## src/rtl/canbo_pkg.sv

```systemverilog
`timescale 1ns/1ps
package canbo_pkg;
  typedef enum logic [1:0] {
    ST_ON   = 2'd0,
    ST_WAIT = 2'd1,
    ST_CNT  = 2'd2
  } canbo_state_e;
endpackage

```

## src/rtl/canbo_freecnt.sv

```systemverilog
`timescale 1ns/1ps
module canbo_freecnt #(
  parameter int LIMIT = 128,
  parameter int CW    = $clog2(LIMIT)
) (
  input  logic          clk,
  input  logic          rst_n,
  input  logic          run_i,
  input  logic          keep_i,
  input  logic          tick_i,
  output logic [CW-1:0] cnt_o,
  output logic          hit_o
);
  localparam logic [CW-1:0] LAST = CW'(LIMIT - 1);

  logic [CW-1:0] cnt_q, cnt_d;
  logic          cnt_en;

  // enable: load when counting advances or when the count must be cleared
  assign cnt_en = (run_i && tick_i) || !keep_i;

  always_comb begin
    cnt_d = cnt_q;
    if (!keep_i)
      cnt_d = '0;
    else if (run_i && tick_i)
      cnt_d = cnt_q + 1'b1;
  end

  always_ff @(posedge clk or negedge rst_n) begin
    if (!rst_n)
      cnt_q <= '0;
    else if (cnt_en)
      cnt_q <= cnt_d;
  end

  assign cnt_o = cnt_q;
  assign hit_o = run_i && tick_i && (cnt_q == LAST);

  p_hold_count_r4: assert property (@(posedge clk) disable iff (!rst_n)
    (run_i && keep_i && !tick_i) |=> (cnt_q == $past(cnt_q)));

  p_clear_when_idle_r8: assert property (@(posedge clk) disable iff (!rst_n)
    !keep_i |=> (cnt_q == '0));
endmodule

```

## src/rtl/canbo_seq.sv

```systemverilog
`timescale 1ns/1ps
module canbo_seq
  import canbo_pkg::*;
(
  input  logic         clk,
  input  logic         rst_n,
  input  logic         busoff_evt_i,
  input  logic         wr_en_i,
  input  logic         wr_val_i,
  input  logic         hit_i,
  output canbo_state_e state_o,
  output logic         keep_o,
  output logic         rrq_o,
  output logic         err_o,
  output logic         clr_o
);
  canbo_state_e state_q, state_d;
  logic         rrq_q, rrq_d;
  logic         err_q, err_d;
  logic         clr_q, clr_d;

  always_comb begin
    state_d = state_q;
    rrq_d   = rrq_q;
    err_d   = err_q;
    clr_d   = 1'b0;
    if (busoff_evt_i) begin
      state_d = ST_WAIT;
      rrq_d   = 1'b1;
      err_d   = 1'b1;
    end else begin
      unique case (state_q)
        ST_ON: begin
          if (wr_en_i) rrq_d = wr_val_i;
        end
        ST_WAIT: begin
          if (wr_en_i && !wr_val_i) begin
            state_d = ST_CNT;
            rrq_d   = 1'b0;
          end
        end
        ST_CNT: begin
          if (wr_en_i && wr_val_i) begin
            state_d = ST_WAIT;
            rrq_d   = 1'b1;
          end else if (hit_i) begin
            state_d = ST_ON;
            err_d   = 1'b0;
            clr_d   = 1'b1;
          end
        end
        default: state_d = ST_ON;
      endcase
    end
  end

  always_ff @(posedge clk or negedge rst_n) begin
    if (!rst_n) begin
      state_q <= ST_ON;
      rrq_q   <= 1'b0;
      err_q   <= 1'b0;
      clr_q   <= 1'b0;
    end else begin
      state_q <= state_d;
      rrq_q   <= rrq_d;
      err_q   <= err_d;
      clr_q   <= clr_d;
    end
  end

  assign state_o = state_q;
  assign keep_o  = (state_d == ST_CNT);
  assign rrq_o   = rrq_q;
  assign err_o   = err_q;
  assign clr_o   = clr_q;

  p_entry_r2: assert property (@(posedge clk) disable iff (!rst_n)
    busoff_evt_i |=> (state_q == ST_WAIT && rrq_q && err_q));

  p_rrq_hold_r3: assert property (@(posedge clk) disable iff (!rst_n)
    (state_q != ST_ON && rrq_q && !busoff_evt_i && !(wr_en_i && !wr_val_i)) |=> rrq_q);

  p_exit_r5: assert property (@(posedge clk) disable iff (!rst_n)
    (state_q == ST_ON && $past(state_q) == ST_CNT) |-> (clr_q && !err_q));

  p_clr_single_r6: assert property (@(posedge clk) disable iff (!rst_n)
    clr_q |=> !clr_q);

  p_abort_r7: assert property (@(posedge clk) disable iff (!rst_n)
    (state_q == ST_CNT && wr_en_i && wr_val_i && !busoff_evt_i) |=> (state_q == ST_WAIT && rrq_q && !clr_q));
endmodule

```

## src/rtl/canbo_recovery.sv

```systemverilog
`timescale 1ns/1ps
module canbo_recovery
  import canbo_pkg::*;
#(
  parameter int RECOV_EVENTS = 128
) (
  input  logic clk,
  input  logic rst_n,
  input  logic busoff_evt_i,
  input  logic rrq_wr_i,
  input  logic rrq_wdata_i,
  input  logic bus_free_i,
  output logic bus_off_o,
  output logic rrq_o,
  output logic err_stat_o,
  output logic ecnt_clr_o,
  output logic tx_drv_en_o
);
  localparam int CNT_W = $clog2(RECOV_EVENTS);

  canbo_state_e   state;
  logic           keep_cnt;
  logic           hit;
  logic [CNT_W-1:0] free_cnt;

  canbo_seq u_seq (
    .clk          (clk),
    .rst_n        (rst_n),
    .busoff_evt_i (busoff_evt_i),
    .wr_en_i      (rrq_wr_i),
    .wr_val_i     (rrq_wdata_i),
    .hit_i        (hit),
    .state_o      (state),
    .keep_o       (keep_cnt),
    .rrq_o        (rrq_o),
    .err_o        (err_stat_o),
    .clr_o        (ecnt_clr_o)
  );

  canbo_freecnt #(
    .LIMIT (RECOV_EVENTS),
    .CW    (CNT_W)
  ) u_cnt (
    .clk    (clk),
    .rst_n  (rst_n),
    .run_i  (state == ST_CNT),
    .keep_i (keep_cnt),
    .tick_i (bus_free_i),
    .cnt_o  (free_cnt),
    .hit_o  (hit)
  );

  assign bus_off_o   = (state != ST_ON);
  assign tx_drv_en_o = (state == ST_ON);

  p_cnt_zero_rrq_r4: assert property (@(posedge clk) disable iff (!rst_n)
    rrq_o |-> (free_cnt == '0));

  p_clr_on_bus_r6: assert property (@(posedge clk) disable iff (!rst_n)
    ecnt_clr_o |-> (!bus_off_o && !err_stat_o));
endmodule

```

## config.mk

```make
export PLATFORM = sky130hd
export DESIGN_NAME = canbo_recovery
export DESIGN_NICKNAME = d
export VERILOG_FILES = /design/src/rtl/canbo_pkg.sv /design/src/rtl/canbo_freecnt.sv /design/src/rtl/canbo_seq.sv /design/src/rtl/canbo_recovery.sv
export SDC_FILE = /design/constraint.sdc
export NUM_CORES = 1
export LEC_CHECK = 0
export BUFFER_PORTS_ARGS = -buffer_cell sky130_fd_sc_hd__buf_2
export CORE_UTILIZATION = 42
export CTS_CLUSTER_DIAMETER = 120
export DETAILED_ROUTE_END_ITERATION = 10
export GPL_TIMING_DRIVEN = 0
export PLACE_DENSITY = 0.66
export SETUP_SLACK_MARGIN = 0.15
export SLEW_MARGIN = 0
export SYNTH_ARGS = -nofsm -noshare
export SYNTH_HDL_FRONTEND = slang
export SYNTH_SLANG_ARGS = --single-unit
```

## constraint.sdc

```tcl
create_clock -name clk -period 4.75 [get_ports clk]
set_input_delay 0.7125 -clock clk [delete_from_list [all_inputs] [get_ports clk]]
set_output_delay 0.7125 -clock clk [all_outputs]
set_load 0.02 [all_outputs]
```

==> results of run 1 <==
-- area by class of cell --
| class | instances | area [µm²] | area share [%] |
|---|---|---|---|
| inverters | 4 | 15.0 | 1.75 |
| clock buffers | 3 | 22.5 | 2.63 |
| multi-input cells | 56 | 430 | 50.3 |
| flip-flops and latches | 12 | 300 | 35.1 |
| repair buffers | 10 | 50.0 | 5.85 |
| well taps | 24 | 30.0 | 3.51 |
| plain buffers | 1 | 7.51 | 0.877 |
-- Yosys cell counts (2+ instances only) --
| cell | number |
|---|---|
| a21o_1 | 2 |
| nand4b_1 | 2 |
| xor2_1 | 2 |
| nor3_1 | 6 |
| mux2i_1 | 2 |
| nand2b_1 | 2 |
| dfrtp_1 | 12 |
| inv_1 | 4 |
| nor2_1 | 4 |
| nand3_1 | 4 |
| nor2b_1 | 3 |
| nor4_1 | 3 |
| nand2_1 | 4 |
| xnor2_1 | 4 |
| ha_1 | 5 |
-- metrics by stage --
step | utilization, % | area (µm²) | setup WS, ps
after floorplan | - | 753 | 3000
after global placement | 52.3 | 833 | 2890
after detailed placement | 52.3 | 833 | 2860
after CTS | 53.7 | 856 | 2690
after global routing | 53.7 | 856 | 2620
final | 53.7 | 856 | 2720
-- critical path, stage by stage (launching register included) --
cell,delay [ps]
dfrtp_1,410
inv_1,110
ha_1,310
inv_1,60
buf_2,160
-- power by group --
| part | total [mW] | internal (mW) | switching [mW] |
|---|---|---|---|
| registers | 0.113 | 0.108 | 0.00454 |
| clock network | 0.0625 | 0.0294 | 0.0331 |
| logic | 0.103 | 0.0412 | 0.0616 |
| total | 0.278 | 0.179 | 0.0992 |
-- metal layers --
| layer | wire length (µm) | GRT usage (%) | up-vias |
|---|---|---|---|
| met4 | 6 | 9.09 | 0 |
| met1 | 722 | 22.5 | 282 |
| met5 | 0 | 0 | - |
| li1 | - | - | 293 |
| met3 | 44 | 7.35 | 2 |
| met2 | 627 | 24.7 | 8 |
-- state kept, by name, indices dropped and copies added, names as in the netlist --
signal / cells
u_cnt.cnt_o: 7
u_seq.state_o: 2
u_seq.clr_o: 1
u_seq.err_o: 1
u_seq.rrq_o: 1
-- logic make-up (layout without fill, tap and decap cells) --
logic type	after synthesis	in the layout
buffers and inverters	5	18
adders and majority gates	5	5
muxes	3	3
and+or+nand+nor	33	33
AOI/OAI and AO/OA	9	9
DFF	12	12
xor gates and xnor gates	6	6
-- how the worst max path moves through the flow --
stage                                from                    endpoint  cells past startpoint
6_report       u_seq.state_o[1]$_DFF_PN0_                   bus_off_o                      4
4_1_cts        u_seq.state_o[1]$_DFF_PN0_                 tx_drv_en_o                      3
3_3_place_gp                  rrq_wdata_i  u_cnt.cnt_o[4]$_DFFE_PN0P_                      5
2_1_floorplan  u_seq.state_o[1]$_DFF_PN0_                   bus_off_o                      3
5_1_grt        u_seq.state_o[1]$_DFF_PN0_                   bus_off_o                      4
3_5_place_dp                  rrq_wdata_i  u_cnt.cnt_o[4]$_DFFE_PN0P_                      5
==> impl_metrics.tcl, run 1 <==
set metrics [dict create \
    synth-seq-cells 12 \
    whs_ps 292 \
    cts_max_level 1 \
    syn2layout_area_growth_pct 13.6 \
    r2r_setup_slack_ps 2910 \
    cts_root_buf "clkbuf_4" \
    start_kind "flip-flop" \
    worstPathArrival_ps 1320 \
    clock.fmax_ghz 0.492 \
    drive_above_1_share_pct 23.3 \
    core_um2 1590 \
    synth_fp_nets 84 \
    cts_resized 0 \
    hp-class "input pin to async pin" \
    synth_xor_area_share_pct 6.98 \
    layout_commonest_cell "dfrtp_1" \
    grt_pass1_vias 530 \
    peakVddDrop_v 0.000164 \
    outcome "completed" \
    drt-initial-drc-count 19 \
    fp.dieH_um 44.4 \
    antenna_left 0 \
    leakagePower_nw 0.377 \
    ys_async_sr_fraction_pct 100 \
    setup_viol 0 \
    wl_um 1400 \
    finClkSkew_ps 11.6 \
    crit_required_ps 4040 \
    post_drt_wl_per_cell_um 12.7 \
    synth_compound_area_share_pct 11.5 \
    grt_pass1_wl_um 2350 \
    grt-ovfl-total 0 \
    layout_common_cells "dfrtp_1, buf_2, nor3_1, ha_1" \
    drv_cap 0 \
    cts_buffer_depth 2 \
    portBuffers 10 \
    final-hold-violation-count 0 \
    dpl.hpwl_um 1050 \
    drv_slew 0 \
    n_fill_cell 167 \
    vias_per_cell 5.32 \
    antenna_found_initial 0 \
    die_area_um2 1970 \
    die_x_um 44.4 \
    firstDrtPassIters 4 \
    yosysWarnings 0 \
    worst_pin_slew_ps 408 \
    cts_tree "done" \
    num_rows 14 \
    initial_core_util_pct 47.3 \
    r2r_start "u_seq.state_o[1]$_DFF_PN0_" \
    crit_fanout 7 \
    synth_fa_ha_area_share_pct 8.31 \
    finalCriticalPeriod_ps 2030 \
    fin_crit_sh_pct 42.8 \
    synthMuxAreaShare_pct 4.15 \
    finalPower_mw 0.278 \
    max_slew_margin_pct 72.6 \
    synth_ff_type "dfrtp_1" \
    grt_max_degree 13 \
    layout.cells.non_filler 110 \
    rsz0062_at_grt "no" \
    yosys.area.top_type "dfrtp_1" \
    reg2reg_depth 6 \
    diodes 0 \
    drc 0 \
    syn_inst 73 \
    clkSinkCount 12 \
    fin_nets 99 \
    synthSimpleGateAreaFrac_pct 26.2 \
    synth.yosys.seq_area_share_pct 39.9 \
    synth_area_um2 753 \
    synth_top_family_by_area "simple AND/OR/NAND/NOR gates" \
    insertion_delay_ps 280 \
    endpoint_kind "primary output" \
    vias 585 \
    ys_top_cells_by_area "dfrtp_1, ha_1, xnor2_1" \
    fin_setup_tns_ps 0 \
    clk_transition_reported_paths_ps 80 \
    dpl.cell_count 107 \
    grt_usage_pct 17.4 \
    postSynthAreaPerCell_um2 10.3 \
    netlist.area_leader.share_pct 39.9 \
    netlist-cell-type-count 29 \
    reg2reg_to "u_cnt.cnt_o[4]$_DFFE_PN0P_" \
    critPathKind "flip-flop to primary output" \
    ios 11 \
    power.density_nw_per_um2 325 \
    globalplace.congestion 0.729 \
    cts_buffers 3 \
    synth_edf_count 0 \
    postCtsHoldBufs 0 \
    post-cts-setup-buffers 0 \
]
Power figures use the tool's default switching activity.
==> run 2, diff against run 1 <==
--- a/config.mk
+++ b/config.mk
@@ -5,12 +5,13 @@
 export SDC_FILE = /design/constraint.sdc
 export NUM_CORES = 1
 export LEC_CHECK = 0
+export ABC_AREA = 1
 export BUFFER_PORTS_ARGS = -buffer_cell sky130_fd_sc_hd__buf_2
 export CORE_UTILIZATION = 42
 export CTS_CLUSTER_DIAMETER = 120
 export DETAILED_ROUTE_END_ITERATION = 10
 export GPL_TIMING_DRIVEN = 0
-export PLACE_DENSITY = 0.66
+export PLACE_DENSITY = 0.68
 export SETUP_SLACK_MARGIN = 0.15
 export SLEW_MARGIN = 0
 export SYNTH_ARGS = -nofsm -noshare
==> constraint.sdc (replaced) <==
create_clock -name clk -period 1.7 [get_ports clk]
set_input_delay 0.255 -clock clk [delete_from_list [all_inputs] [get_ports clk]]
set_output_delay 0.255 -clock clk [all_outputs]
set_load 0.02 [all_outputs]
==> run 2 against run 1 <==
Utilization increased by 3.2 points. Flip-flop and latch count did not move. Via count decreased by 3.6%. Clock skew decreased by 10 ps. Critical endpoint is now u_cnt.cnt_o[1]$_DFFE_PN0P_. Worst setup slack worse by 2500 ps.
==> impl_metrics.tcl, run 2 <==
set metrics [dict create \
    synth_edf_count 0 \
    worstHoldStart "busoff_evt_i" \
    endpoint_kind "flip-flop" \
    synth-seq-cells 12 \
    fp.dieH_um 44.1 \
    wl_um 1200 \
    start_kind "flip-flop" \
    yosys.area.top_type "dfrtp_1" \
    drc 0 \
    grt_pass1_vias 543 \
    finalCriticalPeriod_ps 1460 \
    cts_buffer_depth 2 \
    leakagePower_nw 0.420 \
    placedInstanceArea_um2 813 \
    worstPathArrival_ps 1660 \
    largest_register_ffs 7 \
    antenna_found_initial 0 \
    min_to "u_seq.clr_o$_DFF_PN0_" \
    ys_top_cells_by_count "nand2_1, dfrtp_1, inv_1" \
    r2r_setup_slack_ps 240 \
    yosysMostFrequentCell "nand2_1" \
    postSynthAreaPerCell_um2 8.64 \
    peakVddDrop_v 0.000457 \
    vias 564 \
    grt-ovfl-total 0 \
    post_drt_wl_per_cell_um 10.0 \
    netlist-cell-type-count 20 \
    clk_transition_reported_paths_ps 60 \
    globalplace.congestion 0.760 \
    initial_core_util_pct 47.1 \
    critPathKind "flip-flop to flip-flop" \
    n_fill_cell 146 \
    rsz0062_at_grt "no" \
    grt_max_degree 13 \
    syn2layout_area_growth_pct 20.7 \
    drt-initial-drc-count 12 \
    clkSinkCount 12 \
    r2r_start "u_seq.state_o[0]$_DFF_PN0_" \
    hp-class "input pin to flip-flop" \
    ios 11 \
    synth_fp_nets 97 \
    crit_required_ps 1890 \
    grt_usage_pct 15.3 \
    cts_buffers 3 \
    firstDrtPassIters 6 \
    power.density_nw_per_um2 813 \
    final_core_util_pct 56.9 \
    ys_top_cells_by_area "dfrtp_1, nand2_1, ha_1" \
    whs_ps 186 \
    drive_above_1_share_pct 35.6 \
    insertion_delay_ps 260 \
    grt_pass1_wl_um 2140 \
    max_slew_margin_pct 82.8 \
    crit_fanout 7 \
    portBuffers 10 \
    cts_root_buf "clkbuf_4" \
    vias_per_cell 4.70 \
    num_rows 14 \
    synth_area_um2 743 \
    ys_async_sr_fraction_pct 100 \
    cts_tree "done" \
    layout_commonest_cell "nand2_1" \
    final_area_um2 897 \
    drv_slew 0 \
    final-hold-violation-count 0 \
    outcome "completed" \
    diodes 0 \
    cts_max_level 1 \
    clock.fmax_ghz 0.683 \
    fin_crit_sh_pct 86.1 \
    dp_slack_ps 70.3 \
    timing.final.ws_setup_ps 237 \
    yosysWarnings 0 \
    finClkSkew_ps 1.47 \
    reg2reg_to "u_cnt.cnt_o[1]$_DFFE_PN0P_" \
    netlist.area_leader.share_pct 40.4 \
    fin_nets 117 \
    syn_inst 86 \
    drv_cap 0 \
    die_x_um 44.1 \
    synth_ff_type "dfrtp_1" \
    antenna_left 0 \
    die_area_um2 1940 \
    multi_input_area_um2 409 \
    worst_pin_slew_ps 258 \
    dpl.hpwl_um 941 \
    fin_setup_tns_ps 0 \
    seq_area_um2 300 \
    reg2reg_depth 7 \
    layout_common_cells "nand2_1, dfrtp_1, buf_2, inv_1, nor2_2" \
    synth.yosys.seq_area_share_pct 40.4 \
    worstHoldPathCells 2 \
    core_um2 1580 \
    setup_viol 0 \
]
-- run 2: worst max-delay path by stage --
stage | startpoint | endpoint | slack [ps] | cells after the start
after global placement | u_seq.state_o[0]$_DFF_PN0_ | u_cnt.cnt_o[3]$_DFFE_PN0P_ | 90 | 9
after floorplan | u_seq.state_o[0]$_DFF_PN0_ | u_cnt.cnt_o[3]$_DFFE_PN0P_ | 180 | 9
final | u_seq.state_o[0]$_DFF_PN0_ | u_cnt.cnt_o[1]$_DFFE_PN0P_ | 240 | 7
after CTS | u_seq.state_o[0]$_DFF_PN0_ | u_cnt.cnt_o[1]$_DFFE_PN0P_ | 170 | 10
after detailed placement | u_seq.state_o[0]$_DFF_PN0_ | u_cnt.cnt_o[1]$_DFFE_PN0P_ | 70 | 10
after global routing | u_seq.state_o[0]$_DFF_PN0_ | u_cnt.cnt_o[2]$_DFFE_PN0P_ | 150 | 7
-- run 2: what timing repair did --
| action | in CTS | in global routing |
|---|---|---|
| endpoints found under the hold margin | 12 | 0 |
| setup buffers | 2 | 2 |
| hold buffers | 1 | 0 |
| pin swaps | 0 | 1 |
| endpoints found under the setup margin | 7 | 9 |
| gates resized for setup | 2 | 3 |
-- run 2: routing by layer --
layer / vias up / share of wire, % / global-route usage, %
met3: 2 / 6.0 / 7.35
met1: 248 / 46 / 19.0
met2: 12 / 47 / 23.2
met5: - / 0 / 0
li1: 302 / - / -
met4: 0 / 0.92 / 5.45
-- run 2: critical path, cell delays in order, from the launching register on --
cell and delay (ps):
dfrtp_1 390, buf_4 150, ha_1 190, bufinv_8 180
nand3_1 110, a21oi_4 170, nand2_4 120, nor2_2 100
-- run 2: cell type report --
cell class	instances	share of cell area (%)
clock buffer	3	2.51
sequential	12	33.5
timing repair buffer	15	10.0
multi-input combinational	63	45.6
tap	16	2.23
inverter	11	6.14
-- run 2: kinds of logic (layout without fill, tap and decap cells) --
group / Yosys count / count (layout) / synth area share (%)
XOR/XNOR: 5 / 5 / 5.89
flip-flops: 12 / 12 / 40.4
AO/OA/AOI/OAI: 8 / 8 / 7.58
AND/OR/NAND/NOR: 45 / 45 / 30.3
buffers and inverters: 11 / 29 / 7.41
adder cells (fa/ha/maj): 5 / 5 / 8.42
-- run 2: through the flow --
step / power, mW / instances
after floorplan: 0.489 / 86
after global placement: 0.542 / 112
after detailed placement: 0.545 / 112
after CTS: 0.722 / 118
after global routing: 0.790 / 120
final: 0.730 / 120
-- run 2: power by group --
part,internal [mW],switching [mW]
Combinational,0.0998,0.159
Sequential,0.302,0.00968
Clock,0.0817,0.0775
Total,0.483,0.246
==> run 3, diff against run 2 <==
--- a/config.mk
+++ b/config.mk
@@ -7,6 +7,7 @@
 export LEC_CHECK = 0
 export ABC_AREA = 1
 export BUFFER_PORTS_ARGS = -buffer_cell sky130_fd_sc_hd__buf_2
+export CORE_MARGIN = 2
 export CORE_UTILIZATION = 42
 export CTS_CLUSTER_DIAMETER = 120
 export DETAILED_ROUTE_END_ITERATION = 10
==> run 3 against run 2 <==
Die area increased by 9.3%. Highest routed layer unchanged. Hold slack got worse by 14 ps. Sequential share of layout area unchanged. Critical path depth increased by 2. Final cell count increased by 0.83%. Non-clock buffer count unchanged. Via count increased by 4.1%. Combinational power about the same. Maximum frequency decreased by 0.19%. Power increased by 1.7%. Utilization decreased by 3.8 points.
==> impl_metrics.tcl, run 3 (synthesis gave the netlist of run 2 again) <==
set metrics [dict create \
    clkSinkCount 12 \
    cts_tree "done" \
    crit_required_ps 1900 \
    endpoint_kind "flip-flop" \
    portBuffers 10 \
    grt-ovfl-total 0 \
    finClkSkew_ps 5.74 \
    drv_slew 0 \
    worstPathArrival_ps 1660 \
    globalplace.congestion 0.785 \
    cts_buffer_depth 2 \
    n_fill_cell 167 \
    slowest_stage "dfrtp_1" \
    grt_pass1_vias 524 \
    seq_area_um2 300 \
    cts_buffers 3 \
    clk_transition_reported_paths_ps 70 \
    cts_root_buf "clkbuf_4" \
    critPathKind "flip-flop to flip-flop" \
    syn2layout_area_growth_pct 20.7 \
    start_kind "flip-flop" \
    layout_commonest_cell "nand2_1" \
    core_um2 1690 \
    drive_above_1_share_pct 35.6 \
    vias 587 \
    max_slew_margin_pct 82.0 \
    drc 0 \
    rsz0062_at_grt "no" \
    cts_max_level 1 \
    fp.dieH_um 46.1 \
    die_area_um2 2120 \
    largest_register_ffs 7 \
    finalPower_mw 0.742 \
    peakVddDrop_v 0.000451 \
    drv_cap 0 \
    ios 11 \
    fin_crit_sh_pct 86.2 \
    wl_um 1260 \
    antenna_left 0 \
    worst_pin_slew_ps 270 \
    grt_usage_pct 14.6 \
    dpl.hpwl_um 963 \
    finalCriticalPeriod_ps 1470 \
    grt_max_degree 13 \
    clock.fmax_ghz 0.682 \
    firstDrtPassIters 4 \
    power.density_nw_per_um2 827 \
    fin_setup_tns_ps 0 \
    grt_pass1_wl_um 2090 \
    initial_core_util_pct 44.0 \
    multi_input_area_um2 408 \
    hp-class "input pin to flip-flop" \
    worst-path-buf-inv 1 \
    cp_top_family "simple AND/OR/NAND/NOR gates" \
    die_x_um 46.1 \
    crit_fanout 7 \
    diodes 0 \
    leakagePower_nw 0.419 \
    insertion_delay_ps 270 \
    cpPeakStageDelay_ps 400 \
    num_rows 15 \
    post_drt_wl_per_cell_um 10.4 \
    layout_common_cells "nand2_1, dfrtp_1, buf_2, inv_1, nor2_2" \
    drt-initial-drc-count 14 \
    setup_viol 0 \
    crit_path_cell_trace "buf_4, ha_4, nand2_4, nor2_4, nand2_1, nand2_1, a21oi_4, nand2_4, nor2_2" \
    outcome "completed" \
    final-hold-violation-count 0 \
    fin_nets 117 \
    antenna_found_initial 0 \
    vias_per_cell 4.85 \
]
## run 3: worst register-to-register path: stages (launching register included)
cell     delay (ps)
dfrtp_1         400
buf_4           150
ha_4            160
nand2_4          90
nor2_4           50
nand2_1          80
nand2_1          90
a21oi_4         170
nand2_4         120
nor2_2          100
## run 3: cell type report
| class | instances | area share, % |
|---|---|---|
| Tap cell | 17 | 2.37 |
| Sequential cell | 12 | 33.5 |
| Multi-Input combinational cell | 63 | 45.5 |
| Timing Repair Buffer | 15 | 10.0 |
| Inverter | 11 | 6.14 |
| Clock buffer | 3 | 2.51 |
## run 3: worst paths after layout
path / depth (start not counted) / start / slack (ps) / to
max: 9 / u_seq.state_o[1]$_DFF_PN0_ / 230 / u_cnt.cnt_o[2]$_DFFE_PN0P_
min: 2 / busoff_evt_i / 170 / u_seq.clr_o$_DFF_PN0_
max reg2reg: 9 / u_seq.state_o[1]$_DFF_PN0_ / 230 / u_cnt.cnt_o[2]$_DFFE_PN0P_
min reg2reg: 2 / u_seq.err_o$_DFFE_PN0P_ / 470 / u_seq.err_o$_DFFE_PN0P_
max in group asynchronous: 2 / rst_n / 1100 / u_cnt.cnt_o[0]$_DFFE_PN0P_
min in group asynchronous: 2 / rst_n / 380 / u_seq.rrq_o$_DFFE_PN0P_
## run 3: metrics by stage
| step | std cells | hold slack (ps) | utilization (%) | setup slack, ps | cell area (µm²) |
|---|---|---|---|---|---|
| after floorplan | 86 | -40.6 | - | 179 | 743 |
| after global placement | 113 | 147 | 48.2 | 95.0 | 815 |
| after detailed placement | 113 | 148 | 48.2 | 75.8 | 815 |
| after CTS | 119 | 164 | 51.2 | 172 | 865 |
| after global routing | 121 | 175 | 53.1 | 157 | 897 |
| final | 121 | 173 | 53.1 | 234 | 897 |
## run 3: timing repair
| action | 4_1_cts | 5_1_grt |
|---|---|---|
| buffers inserted | 2 | 2 |
| hold buffers | 1 | 0 |
| setup endpoints to repair | 7 | 9 |
| gates resized for setup | 1 | 4 |
| endpoints found under the hold margin | 12 | 0 |
| pin swaps | 1 | 1 |
| gates cloned | 0 | 0 |
## run 3: per-layer routing
| metal | vias to the layer above | global-route usage, % | wire, µm |
|---|---|---|---|
| li1 | 304 | - | - |
| met1 | 270 | 18.0 | 609 |
| met2 | 11 | 22.2 | 593 |
| met3 | 2 | 4.71 | 47 |
| met4 | 0 | 8.57 | 14 |
| met5 | - | 0 | 0 |
## run 3: power by group
part	switching, mW	internal, mW
combinational	0.158	0.102
sequential	0.00943	0.302
clock	0.0893	0.0818
